==> config.mk <==
export PLATFORM = sky130hd
export DESIGN_NAME = rid_decoder
export DESIGN_NICKNAME = d
export VERILOG_FILES = /design/src/rtl/rid_pkg.sv /design/src/rtl/rid_imm.sv /design/src/rtl/rid_opfn.sv /design/src/rtl/rid_memdec.sv /design/src/rtl/rid_decoder.sv
export SDC_FILE = /design/constraint.sdc
export NUM_CORES = 1
export LEC_CHECK = 0
export BUFFER_PORTS_ARGS = -buffer_cell sky130_fd_sc_hd__clkbuf_2
export CELL_PAD_IN_SITES_DETAIL_PLACEMENT = 2
export CELL_PAD_IN_SITES_GLOBAL_PLACEMENT = 2
export CORE_ASPECT_RATIO = 1.25
export CORE_MARGIN = 2
export CORE_UTILIZATION = 27
export DETAILED_ROUTE_END_ITERATION = 7
export PLACE_DENSITY = 0.85
export SYNTH_ARGS = -nofsm -noshare
export SYNTH_HDL_FRONTEND = slang
export SYNTH_SLANG_ARGS = --single-unit
==> constraint.sdc <==
create_clock -name clk -period 3 [get_ports clk]
set_clock_uncertainty 0.15 [all_clocks]
set_input_delay 0.3 -clock clk [delete_from_list [all_inputs] [get_ports clk]]
set_output_delay 0.3 -clock clk [all_outputs]
set_load 0.005 [all_outputs]
==> src/rtl/rid_pkg.sv <==
package rid_pkg;
  localparam int OPC_W = 6;
  localparam int REG_W = 5;
  localparam int FN_W  = 7;
  localparam int ALU_W = 2 + FN_W;
  localparam logic [REG_W-1:0] ZERO_REG = 5'd31;

  typedef enum logic [3:0] {
    CLS_NOP     = 4'd0,
    CLS_PAL     = 4'd1,
    CLS_ADDR    = 4'd2,
    CLS_LOAD    = 4'd3,
    CLS_STORE   = 4'd4,
    CLS_ALU     = 4'd5,
    CLS_CCNT    = 4'd6,
    CLS_JUMP    = 4'd7,
    CLS_BRANCH  = 4'd8,
    CLS_ILLEGAL = 4'd9
  } cls_e;

  typedef enum logic [2:0] {
    IMM_NONE, IMM_LIT, IMM_DISP, IMM_HIGH, IMM_BR, IMM_PAL
  } imm_e;

  typedef struct packed {
    cls_e             cls;
    logic             nop;
    logic             illegal;
    logic             we;
    logic [REG_W-1:0] dst;
    logic             use_imm;
    logic [ALU_W-1:0] alu_op;
    logic [1:0]       size;
    logic             lock;
    logic [1:0]       jkind;
    logic [3:0]       cond;
  } ctl_t;
endpackage

==> src/rtl/rid_imm.sv <==
module rid_imm #(
  parameter int XLEN = 64
) (
  input  logic [31:0]     iw,
  input  rid_pkg::imm_e   kind,
  output logic [XLEN-1:0] imm
);
  import rid_pkg::*;

  always_comb begin
    case (kind)
      IMM_LIT:  imm = {{(XLEN-8){1'b0}}, iw[20:13]};
      IMM_DISP: imm = {{(XLEN-16){iw[15]}}, iw[15:0]};
      IMM_HIGH: imm = {{(XLEN-32){iw[15]}}, iw[15:0], 16'h0000};
      IMM_BR:   imm = {{(XLEN-23){iw[20]}}, iw[20:0], 2'b00};
      IMM_PAL:  imm = {{(XLEN-26){1'b0}}, iw[25:0]};
      default:  imm = '0;
    endcase
  end
endmodule

==> src/rtl/rid_opfn.sv <==
module rid_opfn (
  input  logic [1:0] grp,
  input  logic [6:0] fn,
  output logic       legal
);
  always_comb begin
    legal = 1'b0;
    case (grp)
      2'd0: case (fn)
        7'h00, 7'h02, 7'h09, 7'h0b, 7'h12, 7'h1b, 7'h1d, 7'h20, 7'h22,
        7'h29, 7'h2b, 7'h2d, 7'h32, 7'h3b, 7'h3d, 7'h4d, 7'h6d: legal = 1'b1;
        default: legal = 1'b0;
      endcase
      2'd1: case (fn)
        7'h00, 7'h08, 7'h14, 7'h16, 7'h20, 7'h24, 7'h26, 7'h28, 7'h40,
        7'h44, 7'h46, 7'h48, 7'h64, 7'h66: legal = 1'b1;
        default: legal = 1'b0;
      endcase
      2'd2: case (fn)
        7'h02, 7'h06, 7'h0b, 7'h12, 7'h16, 7'h1b, 7'h22, 7'h26, 7'h2b,
        7'h30, 7'h31, 7'h32, 7'h34, 7'h36, 7'h39, 7'h3b, 7'h3c, 7'h52,
        7'h57, 7'h5a, 7'h62, 7'h67, 7'h6a, 7'h72, 7'h77, 7'h7a: legal = 1'b1;
        default: legal = 1'b0;
      endcase
      default: case (fn)
        7'h00, 7'h20, 7'h30: legal = 1'b1;
        default: legal = 1'b0;
      endcase
    endcase
  end
endmodule

==> src/rtl/rid_memdec.sv <==
module rid_memdec (
  input  logic [5:0] opc,
  output logic       is_mem,
  output logic       is_load,
  output logic [1:0] size,
  output logic       lock
);
  always_comb begin
    is_mem  = 1'b0;
    is_load = 1'b0;
    size    = 2'd0;
    lock    = 1'b0;
    if (opc[5:3] == 3'b101) begin
      is_mem  = 1'b1;
      is_load = ~opc[2];
      size    = {1'b1, opc[0]};
      lock    = opc[1];
    end else begin
      case (opc)
        6'h0a: begin is_mem = 1'b1; is_load = 1'b1; size = 2'd0; end
        6'h0b: begin is_mem = 1'b1; is_load = 1'b1; size = 2'd3; end
        6'h0c: begin is_mem = 1'b1; is_load = 1'b1; size = 2'd1; end
        6'h0d: begin is_mem = 1'b1; size = 2'd1; end
        6'h0e: begin is_mem = 1'b1; size = 2'd0; end
        6'h0f: begin is_mem = 1'b1; size = 2'd3; end
        default: ;
      endcase
    end
  end
endmodule

==> src/rtl/rid_decoder.sv <==
module rid_decoder #(
  parameter int XLEN = 64
) (
  input  logic            clk,
  input  logic            rst,
  input  logic [31:0]     instr_i,
  output logic [3:0]      cls_o,
  output logic            nop_o,
  output logic            illegal_o,
  output logic            wr_en_o,
  output logic [4:0]      dst_o,
  output logic [4:0]      ra_o,
  output logic [4:0]      rb_o,
  output logic [4:0]      rc_o,
  output logic            use_imm_o,
  output logic [XLEN-1:0] imm_o,
  output logic [8:0]      alu_op_o,
  output logic [1:0]      mem_size_o,
  output logic            mem_lock_o,
  output logic [1:0]      jmp_kind_o,
  output logic [3:0]      br_cond_o
);
  import rid_pkg::*;

  logic [OPC_W-1:0] opc;
  logic [REG_W-1:0] fa, fb, fc;
  logic             fn_ok, m_mem, m_load, m_lock;
  logic [1:0]       m_size;
  imm_e             ik;
  ctl_t             c, q;
  logic [XLEN-1:0]  imm_d, imm_q;
  logic [REG_W-1:0] ra_q, rb_q, rc_q;

  assign opc = instr_i[31:26];
  assign fa  = instr_i[25:21];
  assign fb  = instr_i[20:16];
  assign fc  = instr_i[4:0];

  rid_opfn u_opfn (.grp(opc[1:0]), .fn(instr_i[11:5]), .legal(fn_ok));

  rid_memdec u_mem (
    .opc(opc), .is_mem(m_mem), .is_load(m_load), .size(m_size), .lock(m_lock)
  );

  rid_imm #(.XLEN(XLEN)) u_imm (.iw(instr_i), .kind(ik), .imm(imm_d));

  always_comb begin
    c     = '0;
    c.cls = CLS_NOP;
    ik    = IMM_NONE;
    case (opc)
      6'h00: begin
        c.cls = CLS_PAL; c.use_imm = 1'b1; ik = IMM_PAL;
      end
      6'h08, 6'h09: begin
        if (fa == ZERO_REG) c.nop = 1'b1;
        else begin
          c.cls = CLS_ADDR; c.we = 1'b1; c.dst = fa; c.use_imm = 1'b1;
          ik = opc[0] ? IMM_HIGH : IMM_DISP;
        end
      end
      6'h10, 6'h11, 6'h12, 6'h13: begin
        if (fc == ZERO_REG) c.nop = 1'b1;
        else if (!fn_ok) begin
          c.cls = CLS_ILLEGAL; c.illegal = 1'b1;
        end else begin
          c.cls = CLS_ALU; c.we = 1'b1; c.dst = fc;
          c.use_imm = instr_i[12];
          c.alu_op  = {opc[1:0], instr_i[11:5]};
          ik = instr_i[12] ? IMM_LIT : IMM_NONE;
        end
      end
      6'h18: begin
        case (instr_i[15:0])
          16'h4000, 16'h4400: c.nop = 1'b1;
          16'hc000: begin
            if (fa == ZERO_REG) c.nop = 1'b1;
            else begin c.cls = CLS_CCNT; c.we = 1'b1; c.dst = fa; end
          end
          default: begin c.cls = CLS_ILLEGAL; c.illegal = 1'b1; end
        endcase
      end
      6'h1a: begin
        if (instr_i[15:14] == 2'd3) begin
          c.cls = CLS_ILLEGAL; c.illegal = 1'b1;
        end else begin
          c.cls   = CLS_JUMP;
          c.jkind = instr_i[15:14];
          c.we    = (fa != ZERO_REG);
          c.dst   = (fa != ZERO_REG) ? fa : '0;
        end
      end
      6'h30, 6'h34: begin
        c.cls = CLS_BRANCH; c.use_imm = 1'b1; ik = IMM_BR;
        c.we  = (fa != ZERO_REG);
        c.dst = (fa != ZERO_REG) ? fa : '0;
      end
      6'h38, 6'h39, 6'h3a, 6'h3b, 6'h3c, 6'h3d, 6'h3e, 6'h3f: begin
        c.cls = CLS_BRANCH; c.use_imm = 1'b1; ik = IMM_BR;
        c.cond = {1'b1, opc[2:0]};
      end
      default: begin
        if (!m_mem) begin
          c.cls = CLS_ILLEGAL; c.illegal = 1'b1;
        end else if (m_load && fa == ZERO_REG) begin
          c.nop = 1'b1;
        end else begin
          c.cls     = m_load ? CLS_LOAD : CLS_STORE;
          c.we      = m_load;
          c.dst     = m_load ? fa : '0;
          c.use_imm = 1'b1;
          c.size    = m_size;
          c.lock    = m_lock;
          ik        = IMM_DISP;
        end
      end
    endcase
  end

  always_ff @(posedge clk) begin
    if (rst) begin
      q     <= '0;
      q.cls <= CLS_NOP;
      q.nop <= 1'b1;
      imm_q <= '0;
      ra_q  <= '0;
      rb_q  <= '0;
      rc_q  <= '0;
    end else begin
      q     <= c;
      imm_q <= (c.nop || c.illegal) ? '0 : imm_d;
      ra_q  <= fa;
      rb_q  <= fb;
      rc_q  <= fc;
    end
  end

  assign cls_o      = q.cls;
  assign nop_o      = q.nop;
  assign illegal_o  = q.illegal;
  assign wr_en_o    = q.we;
  assign dst_o      = q.dst;
  assign ra_o       = ra_q;
  assign rb_o       = rb_q;
  assign rc_o       = rc_q;
  assign use_imm_o  = q.use_imm;
  assign imm_o      = imm_q;
  assign alu_op_o   = q.alu_op;
  assign mem_size_o = q.size;
  assign mem_lock_o = q.lock;
  assign jmp_kind_o = q.jkind;
  assign br_cond_o  = q.cond;
endmodule

# [Word level (Yosys, flattened, before mapping)]
# Memories as Yosys holds them, arrays and structs flattened.
# Cells that the tools add are included.
[word_totals] rom_bits=128 inputBits=34 reg_bits=110 word_cells=175 mem_count=1
[op_classes] n_bitwise=7 eq_ne=68 n_mux=53 n_reduce_logical=30
[mem_list] name="(name not given)" depth=128 word_bits=1 rd=1 rd_clocked_by_memory_dff=0 write_ports=0 line="rid_opfn.sv:19" source="2'd2: case (fn)"
[op_table] op="$pmux W64 S5" count=1
[op_table] op="$eq A7 B6 Y1 const B" count=12
[op_table] op="$eq A6 B6 Y1 const B" count=10
[op_table] op="$eq A7 B7 Y1 const B" count=8
[op_table] op="$eq A6 B4 Y1 const B" count=8
[op_table] op="$eq A6 B5 Y1 const B" count=6
[op_table] op="$pmux W6 S6" count=1
[op_table] op="$eq A7 B5 Y1 const B" count=5
[op_table] op="$eq A16 B15 Y1 const B" count=2
[op_table] op="$pmux W4 S6" count=1
[op_table] op="$reduce_or A23 Y1" count=1
[op_table] op="$reduce_or A22 Y1" count=1
[op_table] op="$eq A7 B4 Y1 const B" count=3
[op_table] op="$mux W7" count=3
[op_table] op="$mux W4" count=5
[op_table] op="$mux W1" count=19
[op_table] op="$mux W6" count=3
[op_table] op="$mux W17" count=1
[op_table] op="$reduce_or A17 Y1" count=1
[op_table] op="$eq A16 B16 Y1 const B" count=1
[op_table] op="$mux W16" count=1
[op_table] op="$reduce_or A2 Y1" count=8
[op_table] op="$pmux W3 S5" count=1
[op_table] op="$reduce_or A14 Y1" count=1
[op_table] op="other kinds (31)" count=55

# [Logic depth before layout (Yosys ltp)]
[depth] word_depth=10 ltp_mapped=8 ltp_nobuf=6

# [Modules after synthesis]
# A second synthesis with hierarchy kept.
[unflattened] cells_unflattened=520 area_unflattened_um2=4880.9
[by_module_without_submodules] mod="rid_decoder" n_inst=1 cells_per_inst=315 area_each_um2=3510.9
[by_module_without_submodules] mod="rid_imm" n_inst=1 cells_per_inst=154 area_each_um2=1049.8
[by_module_without_submodules] mod="rid_opfn" n_inst=1 cells_per_inst=38 area_each_um2=247.7
[by_module_without_submodules] mod="rid_memdec" n_inst=1 cells_per_inst=13 area_each_um2=72.6

# [Worst setup path after synthesis]
# No wires, ideal clock.
[synth_timing] path_type="input port to flip-flop" from="input port instr_i[5]" to="register q, in the netlist cls_o[3]" arrival_ps=1929 setup_time_ps=120 setup_slack_ps=801 required_ps=2730 stages=6 path_cell_list="or4_1 > nor4_2 > a21boi_1 > or3_1 > o2bb2ai_2 > or2_1"
[synth_between] elab_chain_cells=7 word_cells_on_any_way=46 classes_between="32 x eq/ne; 8 x mux; 5 x reduce/logical; 1 x memory"
[synth_rtl] item="start: declaration" line="rid_decoder.sv:6" source="input logic [31:0] instr_i,"
[synth_rtl] item="parallel branches: the longest is 6 deep, another holds $mem_v2 Z128 W1"
[synth_rtl] item="$pmux W4 S6 *" line="rid_decoder.sv:51" source="case (opc)"
[synth_rtl] item="end: declaration" line="rid_decoder.sv:30" source="ctl_t c, q;"
# Every way passes the cells marked *.
# A chain may end at the register's enable or synchronous reset.

# [Final worst setup path]
[layout_timing] from="input port instr_i[6]" to="register imm_q[17] (netlist: imm_o[17])"
[layout_between] elab_chain_cells=9 word_cells_on_any_way=60 classes_between="37 x eq/ne; 14 x mux; 8 x reduce/logical; 1 x memory"
[layout_rtl] item="parallel branches: the longest is 9 deep, another holds $mem_v2 Z128 W1"
[layout_rtl] item="end signal: assignment" line="rid_decoder.sv:131" source="imm_q <= (c.nop || c.illegal) ? '0 : imm_d;"
[layout_rtl] item="end: declaration" line="rid_decoder.sv:31" source="logic [XLEN-1:0] imm_d, imm_q;"
# Parallel ways; which one is timed is not known.

==> flow_summary.yaml <==
worst_setup_path:
  worstPathMaxFanout: 34
  setup.worst_path.start_class: "input port"
  worstPathArrival_ns: 2.34
  path_class: "in2reg"
  startpoint: "instr_i[6]"
  cp-end-kind: "flop"
  cp.required_ns: 3.06
sta:
  relSlewSlack: 0.425
  fmax_mhz: 439
  tns_ns: 0
  period_minus_slack_ns: 2.28
  rsz0062_at_grt: "no"
  final_hold_viol_count: 0
  drv_slew: 0
  final.setup.worst_slack_ns: 0.720
  setup_viol: 0
  min_period_over_period: 0.760
  tightest_slew_ns: 0.861
clocking:
  root_buffer: "clkbuf_16"
  cts-resized-gates: 0
  holdBufCountCts: 0
  clk_pin_slew_ns: 0.07
  cts_buffer_depth: 2
  cts_tree: "done"
  cts.sinks: 78
  cts_max_level: 3
  postCtsSetupBuffers: 0
  cts_inserted_buffers: 9
floorplanning:
  core_area_um2: 12100
  die_area_um2: 13300
  fp.dieH_um: 128
  io_pins: 144
  die_w_um: 104
  initial_utilization: 0.276
  fp-row-count: 45
worst_hold_path:
  hold_start: "instr_i[16]"
  holdPathStages: 2
  hold_class: "in2reg"
grt:
  grt_start_max_net_pins: 35
  grt_pass1_vias: 3333
  gr-total-overflow: 0
  grt_usage: 0.185
  grt_pass1_wl_um: 19300
  antenna_found_initial: 0
finish:
  nets: 502
  areaGrowthSynthToFinish_pct: 27.4
  final_common_cell: "clkbuf_2"
  n_antenna_cell: 0
  fin_util: 0.352
  multiInputGateArea_um2: 1390
  layout-drive-gt1-share: 0.376
  final-seq-area_um2: 1560
  fill_cells: 1374
  final_cell_mix: "clkbuf_2 (143), dfxtp_1 (78), a21oi_1 (32)"
routing:
  wl_um: 12100
  routed_via_density: 4.98
  num_vias: 3173
  first_iter_violations: 156
  dr.pass1.iters: 6
  routedWlPerCell_um: 19.0
  final_antenna_net_count: 0
  drc: 0
placed_design:
  port_buffers: 143
  hpwl_um: 8980
  place.gp.congestion: 0.847
  pre_cts_slack_ns: 0.373
logic_synthesis:
  avgSynthCellArea_um2: 9.10
  syn_inst: 368
  synth_area_um2: 3350
  ys.flop_type: "dfxtp_1"
  async_flop_share: 0
  ys_seq_area_frac: 0.467
  synth.distinct_cells: 54
  syn_nets: 402
  ys_warn_count: 0
  synth_edf_count: 0
  synth-seq-cells: 78
power_and_ir_drop:
  p_per_area_nw_per_um2: 589
  leakage_nw: 1.91
  power.ir.vdd_worst_uv: 220
run_status:
  status: "complete, no violations"
job:
  max_cap_viol_count: 0
[critical path, stage by stage]
cell and delay [ns]:
clkbuf_2 0.19, or4_1 0.59, nor4_2 0.30, and2_1 0.23
a21oi_2 0.11, o21ai_4 0.15, buf_4 0.34, a21oi_1 0.11
[report_power, final]
| group | switching [mW] | internal [mW] |
|---|---|---|
| Combinational | 0.179 | 0.113 |
| Sequential | 0.0177 | 1.08 |
| Clock | 0.464 | 0.657 |
| Total | 0.661 | 1.85 |
[cell usage after synthesis, types with 2 or more instances]
cell type	count	area (um^2)
dfxtp_1	78	1560
buf_4	34	255
a21oi_1	32	160
nor2_1	29	109
clkbuf_1	22	82.6
a22oi_1	20	150
nor2b_1	19	119
nand2_1	16	60.1
and2_1	14	87.6
nand2b_1	8	50.1
o21ai_0	8	40.0
nand3_1	7	35.0
nor3_1	7	35.0
a222oi_1	6	60.1
buf_2	6	30.0
or3_1	5	31.3
a22o_1	4	35.0
inv_1	4	15.0
a221oi_1	3	26.3
nor4b_1	3	26.3
o21bai_1	3	22.5
or4_1	3	22.5
a31oi_1	2	12.5
a32oi_1	2	17.5
nor4_1	2	12.5
o21a_1	2	15.0
or2_1	2	12.5
[registers in the layout (all words and copies together), names as in the netlist]
| register | cells |
|---|---|
| use_imm_o | 1 |
| alu_op_o | 9 |
| nop_o | 1 |
| br_cond_o | 4 |
| jmp_kind_o | 2 |
| ra_o | 5 |
| mem_size_o | 2 |
| wr_en_o | 1 |
| rc_o | 5 |
| illegal_o | 1 |
| dst_o | 5 |
| mem_lock_o | 1 |
| cls_o | 4 |
| rb_o | 5 |
| imm_o | 32 |
[routing by layer]
layer / vias up / part of all wire / GRT usage / routed length [um]
met2: 120 / 0.52 / 0.340 / 6320
met3: 14 / 0.058 / 0.0491 / 700
met4: 0 / 0.017 / 0.0604 / 211
met5: - / 0 / 0 / 0
li1: 1467 / - / - / -
met1: 1572 / 0.40 / 0.210 / 4900
[cell type report]
class                      instances  area share
sequential                        78       0.366
multi-input combinational        223       0.326
clock buffer                       9      0.0528
timing repair buffer             152       0.184
inverter                           4     0.00352
tap                              164      0.0481
clock inverter                     7      0.0191
[cells by family (layout without fill, tap and decap cells)]
| group | Yosys count | count (layout) | synth area share |
|---|---|---|---|
| and+or+nand+nor | 122 | 122 | 0.199 |
| AOI/OAI and AO/OA | 99 | 99 | 0.211 |
| DFF | 78 | 78 | 0.467 |
| buffers and inverters | 67 | 172 | 0.118 |
| muxes | 2 | 2 | 0.00636 |
[metrics by stage]
step | instances | hold slack [ns] | area, um^2 | total power, mW
2_1_floorplan | 368 | 0.276 | 3350 | 1.28
3_3_place_gp | 621 | 0.435 | 3960 | 1.40
3_5_place_dp | 621 | 0.449 | 3960 | 1.41
4_1_cts | 637 | 0.0913 | 4260 | 2.53
5_1_grt | 637 | 0.102 | 4260 | 2.62
6_report | 637 | 0.0890 | 4260 | 2.51
[final timing paths]
path	slack (ns)	to
min	0.09	rb_o[0]
max	0.72	imm_o[17]
No activity file was read; power rests on OpenSTA's default activity.
